$ cat config.mk
export PLATFORM = sky130hd
export DESIGN_NAME = seg_xlate_top
export DESIGN_NICKNAME = d
export VERILOG_FILES = /design/src/rtl/seg_xlate_pkg.sv /design/src/rtl/seg_space_table.sv /design/src/rtl/seg_desc_store.sv /design/src/rtl/seg_match_unit.sv /design/src/rtl/seg_xlate_top.sv
export SDC_FILE = /design/constraint.sdc
export NUM_CORES = 2
export LEC_CHECK = 0
export BUFFER_PORTS_ARGS = -buffer_cell sky130_fd_sc_hd__buf_4
export CAP_MARGIN = 20
export CORE_AREA = 8 8 542 544
export CTS_CLUSTER_DIAMETER = 120
export CTS_CLUSTER_SIZE = 28
export DETAILED_ROUTE_END_ITERATION = 7
export DIE_AREA = 0 0 550 552
export SLEW_MARGIN = 20
export SYNTH_ARGS = -nofsm -noshare
export SYNTH_HDL_FRONTEND = slang
export SYNTH_SLANG_ARGS = --single-unit
$ cat constraint.sdc
create_clock -name clk -period 4.9 [get_ports clk]
set_input_delay 0.98 -clock clk [delete_from_list [all_inputs] [get_ports clk]]
set_output_delay 0.98 -clock clk [all_outputs]
set_load 0.05 [all_outputs]
$ cat src/rtl/seg_xlate_pkg.sv
package seg_xlate_pkg;
    localparam int LA_W    = 16;
    localparam int SPACE_W = 8;

    typedef struct packed {
        logic [LA_W-1:0]    lbase;
        logic [LA_W-1:0]    lmask;
        logic [LA_W-1:0]    pbase;
        logic [SPACE_W-1:0] space;
        logic [SPACE_W-1:0] smask;
        logic               enable;
        logic               wprot;
    } desc_t;
endpackage

$ cat src/rtl/seg_space_table.sv
module seg_space_table #(
    parameter int FC_W = 4
) (
    input  logic                                clk,
    input  logic                                rst_n,
    input  logic                                wr_en,
    input  logic [FC_W:0]                       wr_addr,
    input  logic [seg_xlate_pkg::SPACE_W-1:0]   wr_data,
    input  logic [FC_W-1:0]                     rd_fc,
    output logic [seg_xlate_pkg::SPACE_W-1:0]   rd_space
);
    import seg_xlate_pkg::*;
    localparam int ENTRIES = 1 << FC_W;

    logic [SPACE_W-1:0] tbl_d [ENTRIES];
    logic [SPACE_W-1:0] tbl_q [ENTRIES];

    always_comb begin
        for (int i = 0; i < ENTRIES; i++) tbl_d[i] = tbl_q[i];
        // Even byte addresses only: entry index is address divided by two
        if (wr_en && !wr_addr[0]) tbl_d[wr_addr[FC_W:1]] = wr_data;
    end

    always_ff @(posedge clk or negedge rst_n) begin
        if (!rst_n) begin
            for (int i = 0; i < ENTRIES; i++) tbl_q[i] <= '0;
        end else begin
            for (int i = 0; i < ENTRIES; i++) tbl_q[i] <= tbl_d[i];
        end
    end

    assign rd_space = tbl_q[rd_fc];

    // an odd-address write leaves the addressed pair of entries untouched
    assert_odd_write_ignored_R1: assert property (@(posedge clk) disable iff (!rst_n)
        (wr_en && wr_addr[0]) |=> (tbl_q[$past(wr_addr[FC_W:1])] == $past(tbl_q[wr_addr[FC_W:1]])));
endmodule

$ cat src/rtl/seg_desc_store.sv
module seg_desc_store #(
    parameter int NUM_DESC = 32,
    localparam int IDX_W = $clog2(NUM_DESC)
) (
    input  logic                       clk,
    input  logic                       rst_n,
    input  logic                       load_en,
    input  logic [IDX_W-1:0]           load_idx,
    input  seg_xlate_pkg::desc_t       load_desc,
    input  logic                       mark_used,
    input  logic                       mark_mod,
    input  logic [IDX_W-1:0]           mark_idx,
    input  logic [IDX_W-1:0]           stat_idx,
    output logic                       stat_used,
    output logic                       stat_mod,
    output seg_xlate_pkg::desc_t       descs [NUM_DESC]
);
    import seg_xlate_pkg::*;

    desc_t              desc_d [NUM_DESC];
    desc_t              desc_q [NUM_DESC];
    logic [NUM_DESC-1:0] used_d, used_q, mod_d, mod_q;

    always_comb begin
        used_d = used_q;
        mod_d  = mod_q;
        for (int i = 0; i < NUM_DESC; i++) desc_d[i] = desc_q[i];
        if (mark_used) used_d[mark_idx] = 1'b1;
        if (mark_mod)  mod_d[mark_idx]  = 1'b1;
        // A fresh load starts the segment with clean flags
        if (load_en) begin
            desc_d[load_idx] = load_desc;
            used_d[load_idx] = 1'b0;
            mod_d[load_idx]  = 1'b0;
        end
    end

    always_ff @(posedge clk or negedge rst_n) begin
        if (!rst_n) begin
            used_q <= '0;
            mod_q  <= '0;
            for (int i = 0; i < NUM_DESC; i++) desc_q[i] <= '0;
        end else begin
            used_q <= used_d;
            mod_q  <= mod_d;
            for (int i = 0; i < NUM_DESC; i++) desc_q[i] <= desc_d[i];
        end
    end

    generate
        for (genvar g = 0; g < NUM_DESC; g++) begin : g_out
            assign descs[g] = desc_q[g];
        end
    endgenerate

    assign stat_used = used_q[stat_idx];
    assign stat_mod  = mod_q[stat_idx];

    // a mark request not overridden by a load leaves the flag set
    assert_used_sticks_R10: assert property (@(posedge clk) disable iff (!rst_n)
        (mark_used && !(load_en && load_idx == mark_idx)) |=> used_q[$past(mark_idx)]);
    // a load clears the flags of its descriptor
    assert_load_clears_R10: assert property (@(posedge clk) disable iff (!rst_n)
        load_en |=> (!used_q[$past(load_idx)] && !mod_q[$past(load_idx)]));
endmodule

$ cat src/rtl/seg_match_unit.sv
module seg_match_unit #(
    parameter int NUM_DESC = 32,
    localparam int IDX_W = $clog2(NUM_DESC)
) (
    input  seg_xlate_pkg::desc_t                  descs [NUM_DESC],
    input  logic [seg_xlate_pkg::LA_W-1:0]        laddr,
    input  logic [seg_xlate_pkg::SPACE_W-1:0]     cyc_space,
    output logic                                  any_hit,
    output logic [IDX_W-1:0]                      win_idx,
    output logic                                  win_wprot,
    output logic [seg_xlate_pkg::LA_W-1:0]        phys
);
    import seg_xlate_pkg::*;

    logic [NUM_DESC-1:0] hit_vec;

    generate
        for (genvar g = 0; g < NUM_DESC; g++) begin : g_cmp
            logic addr_ok, space_ok;
            assign addr_ok  = ((laddr ^ descs[g].lbase) & descs[g].lmask) == '0;
            assign space_ok = ((cyc_space ^ descs[g].space) & descs[g].smask) == '0;
            assign hit_vec[g] = descs[g].enable && addr_ok && space_ok;
        end
    endgenerate

    // Lowest index wins: scan from the top so the last assignment is the smallest hit
    always_comb begin
        win_idx = '0;
        for (int i = NUM_DESC - 1; i >= 0; i--) begin
            if (hit_vec[i]) win_idx = IDX_W'(i);
        end
    end

    assign any_hit   = |hit_vec;
    assign win_wprot = descs[win_idx].wprot;
    assign phys      = (descs[win_idx].pbase & descs[win_idx].lmask)
                     | (laddr & ~descs[win_idx].lmask);
endmodule

$ cat src/rtl/seg_xlate_top.sv
module seg_xlate_top #(
    parameter int NUM_DESC = 32,
    parameter int FC_W     = 4,
    localparam int IDX_W = $clog2(NUM_DESC)
) (
    input  logic             clk,
    input  logic             rst_n,
    input  logic             desc_wr_en,
    input  logic [IDX_W-1:0] desc_wr_idx,
    input  logic [15:0]      desc_wr_lbase,
    input  logic [15:0]      desc_wr_lmask,
    input  logic [15:0]      desc_wr_pbase,
    input  logic [7:0]       desc_wr_space,
    input  logic [7:0]       desc_wr_smask,
    input  logic             desc_wr_enable,
    input  logic             desc_wr_wprot,
    input  logic             tbl_wr_en,
    input  logic [FC_W:0]    tbl_wr_addr,
    input  logic [7:0]       tbl_wr_data,
    input  logic             xl_valid,
    input  logic [FC_W-1:0]  xl_fc,
    input  logic [15:0]      xl_laddr,
    input  logic             xl_write,
    input  logic [IDX_W-1:0] stat_rd_idx,
    output logic             stat_used,
    output logic             stat_mod,
    output logic [15:0]      pa_out,
    output logic             pa_valid,
    output logic             wr_inhibit,
    output logic             fault,
    output logic             wr_viol,
    output logic             undef_seg,
    output logic [IDX_W-1:0] hit_idx
);
    import seg_xlate_pkg::*;

    typedef struct packed {
        logic [LA_W-1:0]  pa;
        logic             pa_vld;
        logic             winh;
        logic             flt;
        logic             viol;
        logic             undef;
        logic [IDX_W-1:0] hit;
        logic             vld_prev;
    } xl_state_t;

    xl_state_t st_d, st_q;

    desc_t              descs [NUM_DESC];
    desc_t              new_desc;
    logic [SPACE_W-1:0] cyc_space;
    logic               any_hit, win_wprot;
    logic [IDX_W-1:0]   win_idx;
    logic [LA_W-1:0]    phys;
    logic               first_cyc, ok_xl, mark_used, mark_mod;

    assign new_desc = '{lbase: desc_wr_lbase, lmask: desc_wr_lmask, pbase: desc_wr_pbase,
                        space: desc_wr_space, smask: desc_wr_smask,
                        enable: desc_wr_enable, wprot: desc_wr_wprot};

    seg_space_table #(.FC_W(FC_W)) i_table (
        .clk(clk), .rst_n(rst_n),
        .wr_en(tbl_wr_en), .wr_addr(tbl_wr_addr), .wr_data(tbl_wr_data),
        .rd_fc(xl_fc), .rd_space(cyc_space)
    );

    seg_desc_store #(.NUM_DESC(NUM_DESC)) i_store (
        .clk(clk), .rst_n(rst_n),
        .load_en(desc_wr_en), .load_idx(desc_wr_idx), .load_desc(new_desc),
        .mark_used(mark_used), .mark_mod(mark_mod), .mark_idx(win_idx),
        .stat_idx(stat_rd_idx), .stat_used(stat_used), .stat_mod(stat_mod),
        .descs(descs)
    );

    seg_match_unit #(.NUM_DESC(NUM_DESC)) i_match (
        .descs(descs), .laddr(xl_laddr), .cyc_space(cyc_space),
        .any_hit(any_hit), .win_idx(win_idx), .win_wprot(win_wprot), .phys(phys)
    );

    // Successful translation: a hit that is not a write into a protected segment
    assign ok_xl     = xl_valid && any_hit && !(xl_write && win_wprot);
    assign first_cyc = xl_valid && !st_q.vld_prev;
    assign mark_used = first_cyc && ok_xl;
    assign mark_mod  = first_cyc && ok_xl && xl_write;

    always_comb begin
        st_d          = '0;
        st_d.vld_prev = xl_valid;
        if (xl_valid) begin
            st_d.hit   = any_hit ? win_idx : '0;
            st_d.undef = !any_hit;
            st_d.viol  = any_hit && xl_write && win_wprot;
            st_d.flt   = st_d.undef || st_d.viol;
            st_d.pa_vld = ok_xl;
            st_d.winh  = ok_xl && win_wprot;
            st_d.pa    = ok_xl ? phys : '0;
        end
    end

    always_ff @(posedge clk or negedge rst_n) begin
        if (!rst_n) st_q <= '0;
        else        st_q <= st_d;
    end

    assign pa_out     = st_q.pa;
    assign pa_valid   = st_q.pa_vld;
    assign wr_inhibit = st_q.winh;
    assign fault      = st_q.flt;
    assign wr_viol    = st_q.viol;
    assign undef_seg  = st_q.undef;
    assign hit_idx    = st_q.hit;

    // a mapped address never coexists with a fault
    assert_valid_excludes_fault_R7: assert property (@(posedge clk) disable iff (!rst_n)
        !(pa_valid && fault));
    // write inhibit only ever accompanies a mapped address
    assert_inhibit_with_valid_R8: assert property (@(posedge clk) disable iff (!rst_n)
        wr_inhibit |-> pa_valid);
    // undefined access always raises the fault output
    assert_undef_faults_R9: assert property (@(posedge clk) disable iff (!rst_n)
        undef_seg |-> (fault && !wr_viol));
    // idle cycle clears every result one clock later
    assert_idle_clears_R11: assert property (@(posedge clk) disable iff (!rst_n)
        !xl_valid |=> !(pa_valid || fault || wr_inhibit || undef_seg || wr_viol));
    // a read can never be a write violation
    assert_read_no_viol_R7: assert property (@(posedge clk) disable iff (!rst_n)
        (xl_valid && !xl_write) |=> !wr_viol);
endmodule

* Yosys cells after proc, flatten, opt, wreduce, memory -nomap -nowiden
Index checks and enable logic that the tools add are counted. Widths: inputs -> output; s select.
Storage, ports and cells: register bits 2331, latch bits 0, RAM bits 0, ROM bits 0, bits of input ports 115, output and inout bits 28, logic and storage cells 609, memories kept 0
Cells by class: add/subtract/negate cells 0, multipliers 0, div/mod/pow operators 0, order comparisons 11, eq/ne operators 0, shifts and indexed selects 0, mux-type cells 59, bitwise logic cells 141, reductions and logical operators 148
Operator list (count):
- $bwmux 2112 | 1
- $and 16x16->16 | 34
- $logic_not 16->1 | 32
- $xor 16x16->16 | 32
- $bmux 66 s5 | 1
- $demux 66 s5 | 1
- $and 8x8->8 | 32
- $logic_not 8->1 | 32
- $xor 8x8->8 | 32
- $mux 5 | 33
- $bwmux 128 | 1
- $mux 32 | 4
- $mux 50 | 2
- $logic_and 1x1->1 | 78
- $mux 66 | 1
- $and 32x32->32 | 2
- $or 32x32->32 | 2
- $bmux 8 s4 | 1
- $demux 8 s4 | 1
- $not 32->32 | 1
- $reduce_or 32->1 | 1
- $mux 26 | 1
- $mux 8 | 3
- $lt 5x6->1 const B | 3
- other kinds (15) | 28

* Logic depth before layout (Yosys ltp)
word-level depth 52, mapped depth 29, mapped depth without buffers 18

* Modules after synthesis
A second synthesis with hierarchy kept.
Unflattened totals: cell total of the unflattened synthesis 10583, area total of the unflattened synthesis 112855.7 µm²
By module, submodules not included:
- seg_desc_store | instances 1, cells an instance 6817, area each 82023.7 µm², sequential area each 54452.2 µm²
- seg_match_unit | instances 1, cells an instance 3321, area each 23822.8 µm², sequential area each 0.0 µm²
- seg_space_table | instances 1, cells an instance 362, area each 5868.1 µm², sequential area each 3203.1 µm²
- seg_xlate_top | instances 1, cells an instance 83, area each 1141.1 µm², sequential area each 675.6 µm²

* Worst setup path before layout
Ideal clock, no wire load.
path kind input to register, from input xl_fc[2], to register st_q (netlist bit pa_out[15]), setup time 78 ps, arrival time 5569 ps, required time 4822 ps, path slack -746 ps, stages on the path 25, path buffers 7, cells stage by stage buf_6 -> buf_8 -> buf_6 -> mux2i_1 -> a22o_1 -> nor3_4 -> nor2_8 -> buf_8 -> xnor2_1 -> a2111o_1 -> nand3b_4 -> and2_4 -> a2111oi_4 -> o21ai_1 -> a21oi_2 -> buf_6 -> buf_8 -> nand2_2 -> buf_6 -> mux2i_1 -> a32o_1 -> a221oi_1 -> nand3_1 -> or4_1 -> a21oi_1
RTL lines:
- start: declaration | RTL line seg_xlate_top.sv:21 | input logic [FC_W-1:0] xl_fc,
- end signal: assignment | RTL line seg_xlate_top.sv:103 | else st_q <= st_d;
- end: declaration | RTL line seg_xlate_top.sv:48 | xl_state_t st_d, st_q;

==> impl_metrics.csv <==
group,metric,value,unit
clock_network,clk_pin_slew_worst_paths,110,ps
die,dieArea,0.3036,mm^2
setup_path,path_common_cell,"buf_12",
sta,rsz0062_at_grt,"true",
die,io-pin-count,143,
power_and_ir_drop,p_int,42.95,mW
synthesis,ys_warn_count,0,
power_and_ir_drop,p_leak,66.13,nW
power_and_ir_drop,clockPowerShare,14.4,%
cells_and_area,layout.nets,11530,
synthesis,ys_seq_area_share,51.35,%
power_and_ir_drop,comb_power_share,49.0,%
setup_path,crit_path_max_fanout,7,
synthesis,postSynthAreaPerCell,11.15,um^2
setup_path,timing.rr.start,"i_table.tbl_q[24]",
outcome,status,"complete, but fails checks",
sta,fmax,169.2,MHz
drt,wl_per_cell,30.82,um
die,start_util,39.73,%
synthesis,ys_top_cells_by_area,"dfrtp_1 51%, mux2_2 17%, nand2_1 7.9%",
sta,hold_violations,0,
clock_network,htree_levels,3,
synthesis,synthFlopType,"dfrtp_1",
sta,tightestPinTransition,1262,ps
setup_path,worstPathRequired,5610,ps
setup_path,criticalPathCategory,"input pin to flip-flop",
grt,grt_pass1_vias,90160,
clock_network,clkSinkCount,2331,
grt,busiest_layer,"met2",
sta,relSlewSlack,15.86,%
sta,fin_crit_sh,120.6,%
sta,clock_skew,55.46,ps
sta,hold_ws,211.0,ps
cells_and_area,drive_gt1_share,38.14,%
drt,avgViaCountPerCell,5.951,
cells_and_area,finalNonFillerCells,15230,
sta,fin_ws,-1009,ps
clock_network,clock-root-buffer,"clkbuf_16",
clock_network,cts_buffers,94,
power_and_ir_drop,switching_share,38.35,%
die,coreArea,0.2859,mm^2
cells_and_area,syn_to_final_growth,22.76,%
setup_path,cp-end-kind,"flip-flop",
power_and_ir_drop,total_power,69.67,mW
sta,setup_viol,84,
setup_path,reg2reg_depth,27,
synthesis,synth_enable_flop_cells,0,
setup_path,start_kind,"input pin",
synthesis,synth_largest_area_cell,"dfrtp_1",
setup_path,reg2reg_setup_slack,-990,ps
grt,groute.layer.met3.usage,6.938,%
synthesis,synth_area,0.1136,mm^2
synthesis,synth_async_sr_flop_share,100.0,%
outcome,violations,"negative setup slack",
grt,overflow,0,
clock_network,clk-insertion-delay-late,820,ps
die,die_w,550,um
sta,drv_slew,0,
synthesis,synth_top_area_share,51.35,%
grt,grt_max_degree,166,
setup_path,cp_slowest_cell,"mux2_2",
grt,track_usage,29.79,%
drt,routed_wl,469.4,mm
place,port_buffers,142,
die,die_h,552,um
drt,firstDrtPassIters,7,
power_and_ir_drop,seqPwrFrac,36.6,%
die,rows,197,
clock_network,ctsHoldBuffers,0,
power_and_ir_drop,p_per_area,499.6,mW/mm^2
cells_and_area,final_common_cell,"nand2_1",
clock_network,cts_tree,"done",
power_and_ir_drop,switching_power,26.72,mW
sta,fin_crit,5909,ps
grt,antenna_found_initial,46,
synthesis,synth_fp_nets,10300,
power_and_ir_drop,ir_worst_vdd,0.0004817,V
synthesis,ys_ff_latch,2331,
worst_hold_path,min_path_type,"input pin to async pin",
drt,initialDrtViolationCount,10960,
grt,grt_pass1_wl,663.1,mm
synthesis,netlist_instances,10190,
cells_and_area,fillCellCount,25460,
cells_and_area,layout_common_cells,"2345 x nand2_1, 2330 x dfrtp_1, 1700 x mux2_2, 1551 x buf_4, 615 x xor2_1",
setup_path,r2r_end,"pa_out[6]",
drt,ant_nets,0,
drt,drc_errors,0,
place,dp_hpwl,309.3,mm
clock_network,clockBufferDepth,3,
setup_path,worstPathArrival,6620,ps
place,place_congestion,0.9973,
grt,use_met1,38.77,%
run,drv_cap,0,
drt,vias,90610,
grt,grt.met2_usage,45.75,%
synthesis,synth_cell_types,108,
setup_path,cp_slowest_stage_delay,370,ps
place,place_inst,14790,
-- cells in the mapped netlist (14+ instances only) --
cell	count
nand2_1	2383
dfrtp_1	2331
mux2_2	1704
xor2_1	622
clkbuf_1	439
mux2i_1	361
a22oi_1	262
buf_1	156
xnor2_1	147
nor3_1	139
buf_2	123
o21ai_0	117
nand4_1	116
nor2_1	110
nand3_1	106
a32oi_1	75
buf_4	59
a22o_1	53
inv_1	47
a21oi_1	46
and3b_1	39
o211ai_1	39
and3_1	36
a21boi_0	35
o22ai_1	32
a2111oi_0	31
a222oi_1	30
a221oi_1	28
buf_6	27
a32o_1	25
nor2b_1	25
o41ai_1	25
a211oi_1	24
mux4_2	24
and2_1	23
nor4_1	22
o2111ai_1	17
o221ai_1	16
o21a_1	15
or3_1	15
o22a_1	14
-- worst max-delay path by stage --
| stage | start | endpoint | slack (ps) | depth (start not counted) |
|---|---|---|---|---|
| 3_5_place_dp | xl_laddr[12] | pa_out[6] | -3150 | 24 |
| 4_1_cts | i_table.tbl_q[24] | pa_out[6] | -990 | 27 |
| 6_report | xl_fc[2] | pa_out[13] | -1010 | 33 |
| 2_1_floorplan | xl_fc[2] | pa_out[0] | -640 | 25 |
| 3_3_place_gp | xl_laddr[12] | pa_out[6] | -3540 | 24 |
| 5_1_grt | xl_fc[2] | pa_out[13] | -1110 | 33 |
-- per-layer routing --
| metal | vias to the layer above | share of wire [%] |
|---|---|---|
| li1 | 37640 | - |
| met1 | 46790 | 39 |
| met2 | 4905 | 44 |
| met3 | 1263 | 9.8 |
| met4 | 14 | 7.1 |
| met5 | - | 0.021 |
-- stage by stage --
step / worst slack [ps] / setup TNS, ps / cell area (um^2) / util [%]
after floorplan: -638.3 / -31520 / 114400 / -
after global placement: -3539 / -219260 / 129400 / 45.26
after detailed placement: -3151 / -195460 / 129500 / 45.29
after CTS: -986.5 / -60300 / 136300 / 47.65
after global routing: -1113 / -81480 / 139400 / 48.76
final: -1009 / -73240 / 139500 / 48.77
-- registers in the layout (all words and copies together), names as in the netlist, 5 cells and up --
register	count
i_store.used_q	32
i_store.mod_q	32
i_table.tbl_q	128
pa_out	16
i_store.descs	2112
hit_idx	5
-- repair_timing --
item	in CTS	in global routing
pin swaps	149	213
setup buffers	166	124
gates resized for setup	487	395
hold endpoints to repair	0	0
endpoints found under the setup margin	85	85
cloned	19	11
-- final cells by class --
cell class	instances	area [um^2]	area share, %
diodes	21	52.55	0.03768
clock buffers	99	2422	1.737
clock inverters	11	150.1	0.1077
inverters	48	181.4	0.1301
multi-input cells	7000	55270	39.63
flip-flops and latches	2331	58330	41.83
well taps	3781	4731	3.392
repair buffers	1936	18310	13.13
-- critical path: cells and delay by family --
| kind | cells | cell delay [ps] |
|---|---|---|
| and+or+nand+nor | 3 | 470 |
| buffers and inverters | 16 | 2290 |
| xor gates and xnor gates | 1 | 180 |
| AOI/OAI and AO/OA | 12 | 2290 |
| muxes | 1 | 370 |
-- cell families (layout without fill, tap and decap cells) --
logic type | Yosys count | count (layout) | synth area share [%]
flops | 2331 | 2331 | 51.35
other cells | 0 | 21 | 0
compound gates | 991 | 991 | 6.775
buf+inv | 858 | 2094 | 3.412
mux | 2099 | 2099 | 20.65
simple gates | 3137 | 3141 | 11.88
xor+xnor | 769 | 769 | 5.929
-- power groups by stage --
| stage | combinational (mW) | clock, mW | sequential, mW |
|---|---|---|---|
| floorplan | 14.1 | 0 | 25.1 |
| global placement | 26.2 | 0 | 25.6 |
| detailed placement | 26.5 | 0 | 25.8 |
| CTS | 30.9 | 10.1 | 25.4 |
| global route | 35.2 | 10.7 | 25.9 |
| finish | 34.1 | 10.0 | 25.5 |
(Power assumes the default switching activity.)
